==> src/rtl/irq_entry_pkg.sv <==
// Shared types for the interrupt entry sequencer.
// Assumes: one entry is in flight at a time.
package irq_entry_pkg;
    typedef enum logic [2:0] {
        ST_IDLE,
        ST_ACK,
        ST_PUSH_SR,
        ST_PUSH_PC,
        ST_FETCH,
        ST_TAIL
    } entry_state_t;
endpackage

==> src/rtl/irq_pending_gate.sv <==
// Registers the request level each cycle and decides whether to accept it.
// Assumes: boundary/in_delay_slot/cur_sr are valid in the cycle they are sampled.
module irq_pending_gate #(
    parameter int LVL_W    = 4,
    parameter int XLEN     = 32,
    parameter int MASK_LSB = 4
) (
    input  logic             clk,
    input  logic             rst_n,
    input  logic [LVL_W-1:0] irq_level,
    input  logic             boundary,
    input  logic             in_delay_slot,
    input  logic             idle,
    input  logic [XLEN-1:0]  cur_sr,
    output logic [LVL_W-1:0] pend_level,
    output logic             take
);
    logic [LVL_W-1:0] pend_q;
    logic [LVL_W-1:0] mask_field;

    // Pending level follows the request line, cleared by reset.
    always_ff @(posedge clk) begin
        if (!rst_n) pend_q <= '0;
        else        pend_q <= irq_level;
    end

    // Acceptance: idle, clean boundary, level strictly above the mask.
    always_comb begin
        mask_field = cur_sr[MASK_LSB +: LVL_W];
        take       = idle && boundary && !in_delay_slot && (pend_q > mask_field);
    end

    assign pend_level = pend_q;
endmodule

==> src/rtl/irq_ctx_regs.sv <==
// Holds the context snapshot of an entry and computes stack, vector and result values.
// Assumes: snap is pulsed only when no entry is in progress.
module irq_ctx_regs #(
    parameter int LVL_W    = 4,
    parameter int XLEN     = 32,
    parameter int MASK_LSB = 4,
    parameter int VEC_BASE = 64,
    parameter int WORD_B   = 4
) (
    input  logic             clk,
    input  logic             rst_n,
    input  logic             snap,
    input  logic [LVL_W-1:0] pend_level,
    input  logic [XLEN-1:0]  cur_pc,
    input  logic [XLEN-1:0]  cur_sr,
    input  logic [XLEN-1:0]  cur_sp,
    input  logic [XLEN-1:0]  vbr,
    input  logic             fetch_done,
    input  logic [XLEN-1:0]  bus_rdata,
    output logic [LVL_W-1:0] lvl_q,
    output logic [XLEN-1:0]  sr_q,
    output logic [XLEN-1:0]  pc_q,
    output logic [XLEN-1:0]  sp_q,
    output logic [XLEN-1:0]  sr_slot_addr,
    output logic [XLEN-1:0]  pc_slot_addr,
    output logic [XLEN-1:0]  vec_addr,
    output logic [XLEN-1:0]  new_pc,
    output logic [XLEN-1:0]  new_sr,
    output logic [XLEN-1:0]  new_sp
);
    localparam logic [XLEN-1:0] FIELD_MASK = XLEN'(((1 << LVL_W) - 1) << MASK_LSB);
    localparam logic [XLEN-1:0] STEP       = XLEN'(WORD_B);

    logic [XLEN-1:0] vbr_q;
    logic [XLEN-1:0] vec_num;

    // Snapshot of the interrupted context at acceptance.
    always_ff @(posedge clk) begin
        if (!rst_n) begin
            lvl_q <= '0;
            sr_q  <= '0;
            pc_q  <= '0;
            sp_q  <= '0;
            vbr_q <= '0;
        end else if (snap) begin
            lvl_q <= pend_level;
            sr_q  <= cur_sr;
            pc_q  <= cur_pc;
            sp_q  <= cur_sp;
            vbr_q <= vbr;
        end
    end

    // Pre-decremented stack slots and vector table address.
    always_comb begin
        sr_slot_addr = sp_q - STEP;
        pc_slot_addr = sp_q - (STEP + STEP);
        vec_num      = XLEN'(VEC_BASE) + XLEN'(lvl_q >> 1);
        vec_addr     = vbr_q + vec_num * STEP;
    end

    // Result registers load when the vector read completes.
    always_ff @(posedge clk) begin
        if (!rst_n) begin
            new_pc <= '0;
            new_sr <= '0;
            new_sp <= '0;
        end else if (fetch_done) begin
            new_pc <= bus_rdata;
            new_sr <= (sr_q & ~FIELD_MASK) | (XLEN'(lvl_q) << MASK_LSB);
            new_sp <= pc_slot_addr;
        end
    end
endmodule

==> src/rtl/irq_entry_ctrl.sv <==
// Sequences ack, SR push, PC push, vector fetch and a fixed tail; drives the bus.
// Assumes: ENTRY_CYCLES >= 5 so that at least one tail cycle exists.
module irq_entry_ctrl
    import irq_entry_pkg::*;
#(
    parameter int XLEN         = 32,
    parameter int ENTRY_CYCLES = 13
) (
    input  logic            clk,
    input  logic            rst_n,
    input  logic            take,
    input  logic [XLEN-1:0] sr_slot_addr,
    input  logic [XLEN-1:0] pc_slot_addr,
    input  logic [XLEN-1:0] vec_addr,
    input  logic [XLEN-1:0] sr_q,
    input  logic [XLEN-1:0] pc_q,
    input  logic            bus_ready,
    output logic            idle,
    output logic            busy,
    output logic            ack,
    output logic            done,
    output logic            fetch_done,
    output logic            bus_valid,
    output logic [XLEN-1:0] bus_addr,
    output logic [XLEN-1:0] bus_wdata,
    output logic            bus_we
);
    localparam int TAIL = ENTRY_CYCLES - 4;
    localparam int CW   = (TAIL > 1) ? $clog2(TAIL) : 1;

    entry_state_t    state;
    logic [CW-1:0]   tail_cnt;

    // State sequencing; bus states advance only on ready.
    always_ff @(posedge clk) begin
        if (!rst_n) begin
            state    <= ST_IDLE;
            tail_cnt <= '0;
        end else begin
            case (state)
                ST_IDLE:    if (take) state <= ST_ACK;
                ST_ACK:     state <= ST_PUSH_SR;
                ST_PUSH_SR: if (bus_ready) state <= ST_PUSH_PC;
                ST_PUSH_PC: if (bus_ready) state <= ST_FETCH;
                ST_FETCH: begin
                    if (bus_ready) begin
                        state    <= ST_TAIL;
                        tail_cnt <= CW'(TAIL - 1);
                    end
                end
                ST_TAIL: begin
                    if (tail_cnt == '0) state <= ST_IDLE;
                    else                tail_cnt <= tail_cnt - 1'b1;
                end
                default: state <= ST_IDLE;
            endcase
        end
    end

    // Bus request per state.
    always_comb begin
        bus_valid = 1'b0;
        bus_we    = 1'b0;
        bus_addr  = '0;
        bus_wdata = '0;
        case (state)
            ST_PUSH_SR: begin
                bus_valid = 1'b1;
                bus_we    = 1'b1;
                bus_addr  = sr_slot_addr;
                bus_wdata = sr_q;
            end
            ST_PUSH_PC: begin
                bus_valid = 1'b1;
                bus_we    = 1'b1;
                bus_addr  = pc_slot_addr;
                bus_wdata = pc_q;
            end
            ST_FETCH: begin
                bus_valid = 1'b1;
                bus_addr  = vec_addr;
            end
            default: ;
        endcase
    end

    // Status decodes.
    always_comb begin
        idle       = (state == ST_IDLE);
        busy       = !idle;
        ack        = (state == ST_ACK);
        done       = (state == ST_TAIL) && (tail_cnt == '0);
        fetch_done = (state == ST_FETCH) && bus_ready;
    end

    AST_BUS_HOLD: assert property (@(posedge clk) disable iff (!rst_n)
        (bus_valid && !bus_ready) |=> (bus_valid && $stable(bus_addr) && $stable(bus_wdata) && $stable(bus_we)));

    AST_ACK_PULSE: assert property (@(posedge clk) disable iff (!rst_n)
        ack |=> (!ack && busy));

    AST_DONE_ENDS: assert property (@(posedge clk) disable iff (!rst_n)
        done |=> !busy);
endmodule

==> src/rtl/irq_entry_seq.sv <==
// Top: level-priority interrupt entry sequencer with a valid/ready bus master.
// Assumes: the core loads new_pc/new_sr/new_sp when done is seen.
module irq_entry_seq #(
    parameter int LVL_W        = 4,
    parameter int XLEN         = 32,
    parameter int MASK_LSB     = 4,
    parameter int VEC_BASE     = 64,
    parameter int ENTRY_CYCLES = 13
) (
    input  logic             clk,
    input  logic             rst_n,
    input  logic [LVL_W-1:0] irq_level,
    input  logic             boundary,
    input  logic             in_delay_slot,
    input  logic [XLEN-1:0]  cur_pc,
    input  logic [XLEN-1:0]  cur_sr,
    input  logic [XLEN-1:0]  cur_sp,
    input  logic [XLEN-1:0]  vbr,
    output logic             bus_valid,
    output logic [XLEN-1:0]  bus_addr,
    output logic [XLEN-1:0]  bus_wdata,
    output logic             bus_we,
    input  logic             bus_ready,
    input  logic [XLEN-1:0]  bus_rdata,
    output logic             busy,
    output logic             ack,
    output logic [LVL_W-1:0] ack_level,
    output logic             done,
    output logic [XLEN-1:0]  new_pc,
    output logic [XLEN-1:0]  new_sr,
    output logic [XLEN-1:0]  new_sp
);
    logic             idle;
    logic             take;
    logic             fetch_done;
    logic [LVL_W-1:0] pend_level;
    logic [LVL_W-1:0] lvl_q;
    logic [XLEN-1:0]  sr_q, pc_q, sp_q;
    logic [XLEN-1:0]  sr_slot_addr, pc_slot_addr, vec_addr;

    irq_pending_gate #(.LVL_W(LVL_W), .XLEN(XLEN), .MASK_LSB(MASK_LSB)) u_gate (
        .clk(clk), .rst_n(rst_n), .irq_level(irq_level), .boundary(boundary),
        .in_delay_slot(in_delay_slot), .idle(idle), .cur_sr(cur_sr),
        .pend_level(pend_level), .take(take)
    );

    irq_ctx_regs #(.LVL_W(LVL_W), .XLEN(XLEN), .MASK_LSB(MASK_LSB), .VEC_BASE(VEC_BASE)) u_ctx (
        .clk(clk), .rst_n(rst_n), .snap(take), .pend_level(pend_level),
        .cur_pc(cur_pc), .cur_sr(cur_sr), .cur_sp(cur_sp), .vbr(vbr),
        .fetch_done(fetch_done), .bus_rdata(bus_rdata),
        .lvl_q(lvl_q), .sr_q(sr_q), .pc_q(pc_q), .sp_q(sp_q),
        .sr_slot_addr(sr_slot_addr), .pc_slot_addr(pc_slot_addr), .vec_addr(vec_addr),
        .new_pc(new_pc), .new_sr(new_sr), .new_sp(new_sp)
    );

    irq_entry_ctrl #(.XLEN(XLEN), .ENTRY_CYCLES(ENTRY_CYCLES)) u_ctrl (
        .clk(clk), .rst_n(rst_n), .take(take),
        .sr_slot_addr(sr_slot_addr), .pc_slot_addr(pc_slot_addr), .vec_addr(vec_addr),
        .sr_q(sr_q), .pc_q(pc_q), .bus_ready(bus_ready),
        .idle(idle), .busy(busy), .ack(ack), .done(done), .fetch_done(fetch_done),
        .bus_valid(bus_valid), .bus_addr(bus_addr), .bus_wdata(bus_wdata), .bus_we(bus_we)
    );

    // Level is shown only while acknowledging.
    assign ack_level = ack ? lvl_q : '0;

    AST_ENTRY_UNMASKED: assert property (@(posedge clk) disable iff (!rst_n)
        $rose(busy) |-> ($past(pend_level) > $past(cur_sr[MASK_LSB +: LVL_W])));

    AST_ENTRY_CLEAN_SLOT: assert property (@(posedge clk) disable iff (!rst_n)
        $rose(busy) |-> $past(boundary && !in_delay_slot));

    AST_SR_MASK_RAISED: assert property (@(posedge clk) disable iff (!rst_n)
        done |-> (new_sr[MASK_LSB +: LVL_W] == lvl_q));

    AST_SP_LOWERED: assert property (@(posedge clk) disable iff (!rst_n)
        done |-> (new_sp == sp_q - XLEN'(8)));

    AST_RESET_QUIET: assert property (@(posedge clk)
        !rst_n |=> (!busy && !ack && !bus_valid));
endmodule

==> config.mk <==
export PLATFORM = sky130hd
export DESIGN_NAME = irq_entry_seq
export DESIGN_NICKNAME = d
export VERILOG_FILES = /design/src/rtl/irq_entry_pkg.sv /design/src/rtl/irq_pending_gate.sv /design/src/rtl/irq_ctx_regs.sv /design/src/rtl/irq_entry_ctrl.sv /design/src/rtl/irq_entry_seq.sv
export SDC_FILE = /design/constraint.sdc
export NUM_CORES = 1
export LEC_CHECK = 0
export CORE_MARGIN = 3
export CORE_UTILIZATION = 40
export CTS_BUF_LIST = sky130_fd_sc_hd__clkbuf_16
export DETAILED_ROUTE_END_ITERATION = 8
export PLACE_DENSITY = 0.69
export REMOVE_ABC_BUFFERS = 1
export SLEW_MARGIN = 5
export SYNTH_ARGS = -nofsm -noshare
export SYNTH_HDL_FRONTEND = slang
export SYNTH_SLANG_ARGS = --single-unit
==> constraint.sdc <==
create_clock -name clk -period 3.4 [get_ports clk]
set_clock_uncertainty 0.1 [all_clocks]
set_input_delay 0.68 -clock clk [delete_from_list [all_inputs] [get_ports clk]]
set_output_delay 0.68 -clock clk [all_outputs]
set_load 0.005 [all_outputs]
==> results of run 1 <==
-- Yosys cell counts (all sizes together), types with 3 or more instances --
master | count | area, sq um
mux2i | 164 | 1642
inv | 14 | 52.55
nor4 | 16 | 121.4
o22ai | 28 | 175.2
nor4b | 6 | 110.1
nand4 | 10 | 68.81
buf | 40 | 237.7
and4 | 6 | 52.55
nand3 | 18 | 90.09
a21oi | 90 | 457.9
a211oi | 14 | 105.1
ha | 11 | 137.6
xnor2 | 49 | 429.2
o21ai | 21 | 105.1
nor3 | 15 | 75.07
xor2 | 34 | 297.8
a31oi | 3 | 18.77
nor3b | 3 | 27.52
nor2 | 72 | 270.3
nor2b | 3 | 18.77
and3 | 3 | 18.77
and2 | 12 | 75.07
a22o | 3 | 26.28
clkbuf | 77 | 289.0
nand2b | 6 | 37.54
or4 | 3 | 22.52
nand3b | 3 | 22.52
dfxtp | 239 | 4785
nand2 | 430 | 1614
-- where the power goes --
| part | total (mW) | switching [mW] | internal (mW) |
|---|---|---|---|
| Combinational | 1.25 | 0.612 | 0.642 |
| Sequential | 2.91 | 0.0578 | 2.86 |
| Clock | 2.79 | 1.20 | 1.60 |
-- registers in the layout (all words and copies together) (netlist names), 32 cells and up --
signal and flops:
u_ctx.new_sp 32, u_ctx.sp_q 32, u_ctx.new_pc 32, u_ctx.sr_q 32, u_ctx.new_sr 32, u_ctx.pc_q 32, u_ctx.vbr_q 32
-- kinds of logic after synthesis --
group | Yosys count | synth area share
AND/OR/NAND/NOR | 615 | 0.2331
AO/OA/AOI/OAI | 171 | 0.08538
multiplexers | 164 | 0.1418
flip-flops | 239 | 0.4133
adder cells (fa/ha/maj) | 12 | 0.01362
XOR/XNOR | 83 | 0.06279
buffers and inverters | 131 | 0.05004
-- worst paths after layout --
check,startpoint,endpoint,cells past startpoint
setup / recovery,u_ctx.sp_q[10],bus_addr[25],6
hold / removal,u_ctx.new_pc[3],u_ctx.new_pc[3],2
setup reg to reg,u_ctrl.state[0],u_ctx.new_sp[6],7
hold reg to reg,u_ctx.new_pc[3],u_ctx.new_pc[3],2
-- area by class of cell --
cell class | instances | area, sq um | area share
inverters | 14 | 53.80 | 0.003262
well taps | 378 | 473.0 | 0.02867
clock inverters | 22 | 163.9 | 0.009937
flip-flops and latches | 239 | 4796 | 0.2908
multi-input cells | 1045 | 6525 | 0.3956
repair buffers | 385 | 3807 | 0.2308
clock buffers | 27 | 675.6 | 0.04096
-- per-stage QoR --
stage	utilization	worst slack [ns]	hold WS, ns
floorplan	-	-13.07	0.3341
global placement	0.5440	0.04701	0.3407
detailed placement	0.5440	0.01310	0.3460
CTS	0.5816	-0.007848	0.3542
global route	0.5857	-0.04468	0.3727
finish	0.5857	0.07522	0.3511
-- metal layers --
layer,GRT usage,part of all wire
met1,0.2835,0.43
met2,0.3743,0.47
met4,0.04091,0.018
met5,0,0.00037
met3,0.05161,0.078
-- what timing repair did --
action	CTS	global route
gates resized for setup	88	29
endpoints found under the hold margin	0	0
endpoints found under the setup margin	25	37
pin swaps	16	20
buffers inserted	5	6
-- worst max-delay path, stage by stage, from the launching register on --
cell and delay (ns):
dfxtp_1 0.42, nor4_4 0.47, and4_4 0.34, nand4b_1 0.13
xor2_1 0.18, o22ai_1 0.21, dlygate4sd2_1 0.27
==> metrics, run 1 <==
status complete, no violations; Mapped Cells 1415; Crit path arrival time 2.54 ns; LEAKAGE 6.040 nW; Tcrit/Tclk final 0.9779; total gr overflow 0; wire length per cell 16.75 um; Clock Sinks 239; number of synthesized flops with an enable pin 0; worst-margin pin slew 1.032 ns; leading cell type in the layout, fill and taps excluded nand2_1; Die Ht 176.1 um; crit path launch type flop; CTS H-tree lvls 1; Design Area, Final 16490 sq um; post-synth cell types 57; hpwl dp 24.58 mm; Detailed Route Iter0 Violations 787; Setup crit end kind primary output; HP Class reg2reg; commonest non-fill, non-tap cells in the layout 429 x nand2_1, 310 x clkdlybuf4s50_1, 232 x dfxtp_1; Worst-Skew Late Latency 0.54 ns; vias per inst 5.043; Seq cells post-synth 239; cts bufs inserted 27; Initial Util 0.4111; post-route ant nets 0; RSZ-0062 raised after global routing yes; maximum vdd drop 0.3291 mV; CP max FO 7; top_reg_cell synth dfxtp_1; Post-Syn Area per Cell 8.182 sq um; Finished Layout Cells 2110; CTS tree built; Setup Total Neg Slack 0 ns; DP Area 15320 sq um; endpoints failing setup 0; post-synthesis async set-or-reset flop share 0; Syn Std Cell Area 11580 sq um; final-stage net count 1893; Reg clk slew, reported paths 0.06 ns; die area 31020 sq um; yosys warns 0; IO Port Bufs 337; Fill cells 2490; post-synthesis sequential area ratio 0.4133; total power 6.959 mW; placed cells 2051; Total GRT Usage 0.2185; CP Class reg2out; max-slew violation count 0; total number of vias 10640; global-route wire length before repair 56.01 mm; f_max 300.8 MHz; Max Cap Viol 0; initial antenna violation count 1; clock root buffer clkbuf_16; hold-fix buffers at CTS 0; Core Box Area 28160 sq um; post-route minimum period 3.325 ns; DRC viols 0; share of cells above drive strength 1 0.09353; slew margin rel. 0.3123; largest net degree at the start of global routing 211; area grow syn2layout 42.47%; die span in x 176.1 um; Routed WL 35.34 mm; number of global-route vias before repair 10326; Pwr per Cell Area 421.9 nW/um^2; ANT cells 0; Clock Tree Buf Depth 3; Worst EP required 2.62 ns; Hold Fails Final Rpt 0; reg2reg setup slack 0.98 ns; iteration count of the initial detailed-routing pass 5; routability-driven placement congestion ratio 0.8613; # IOs 338; # rows 61
(Power assumes the default switching activity.)
==> run 2: changes to the inputs <==
--- a/config.mk
+++ b/config.mk
@@ -5,6 +5,7 @@
 export SDC_FILE = /design/constraint.sdc
 export NUM_CORES = 1
 export LEC_CHECK = 0
+export CAP_MARGIN = 30
 export CORE_MARGIN = 3
 export CORE_UTILIZATION = 40
 export CTS_BUF_LIST = sky130_fd_sc_hd__clkbuf_16
==> results of run 2 <==
No change in the layout: final DEF, timing and power equal those of run 1.
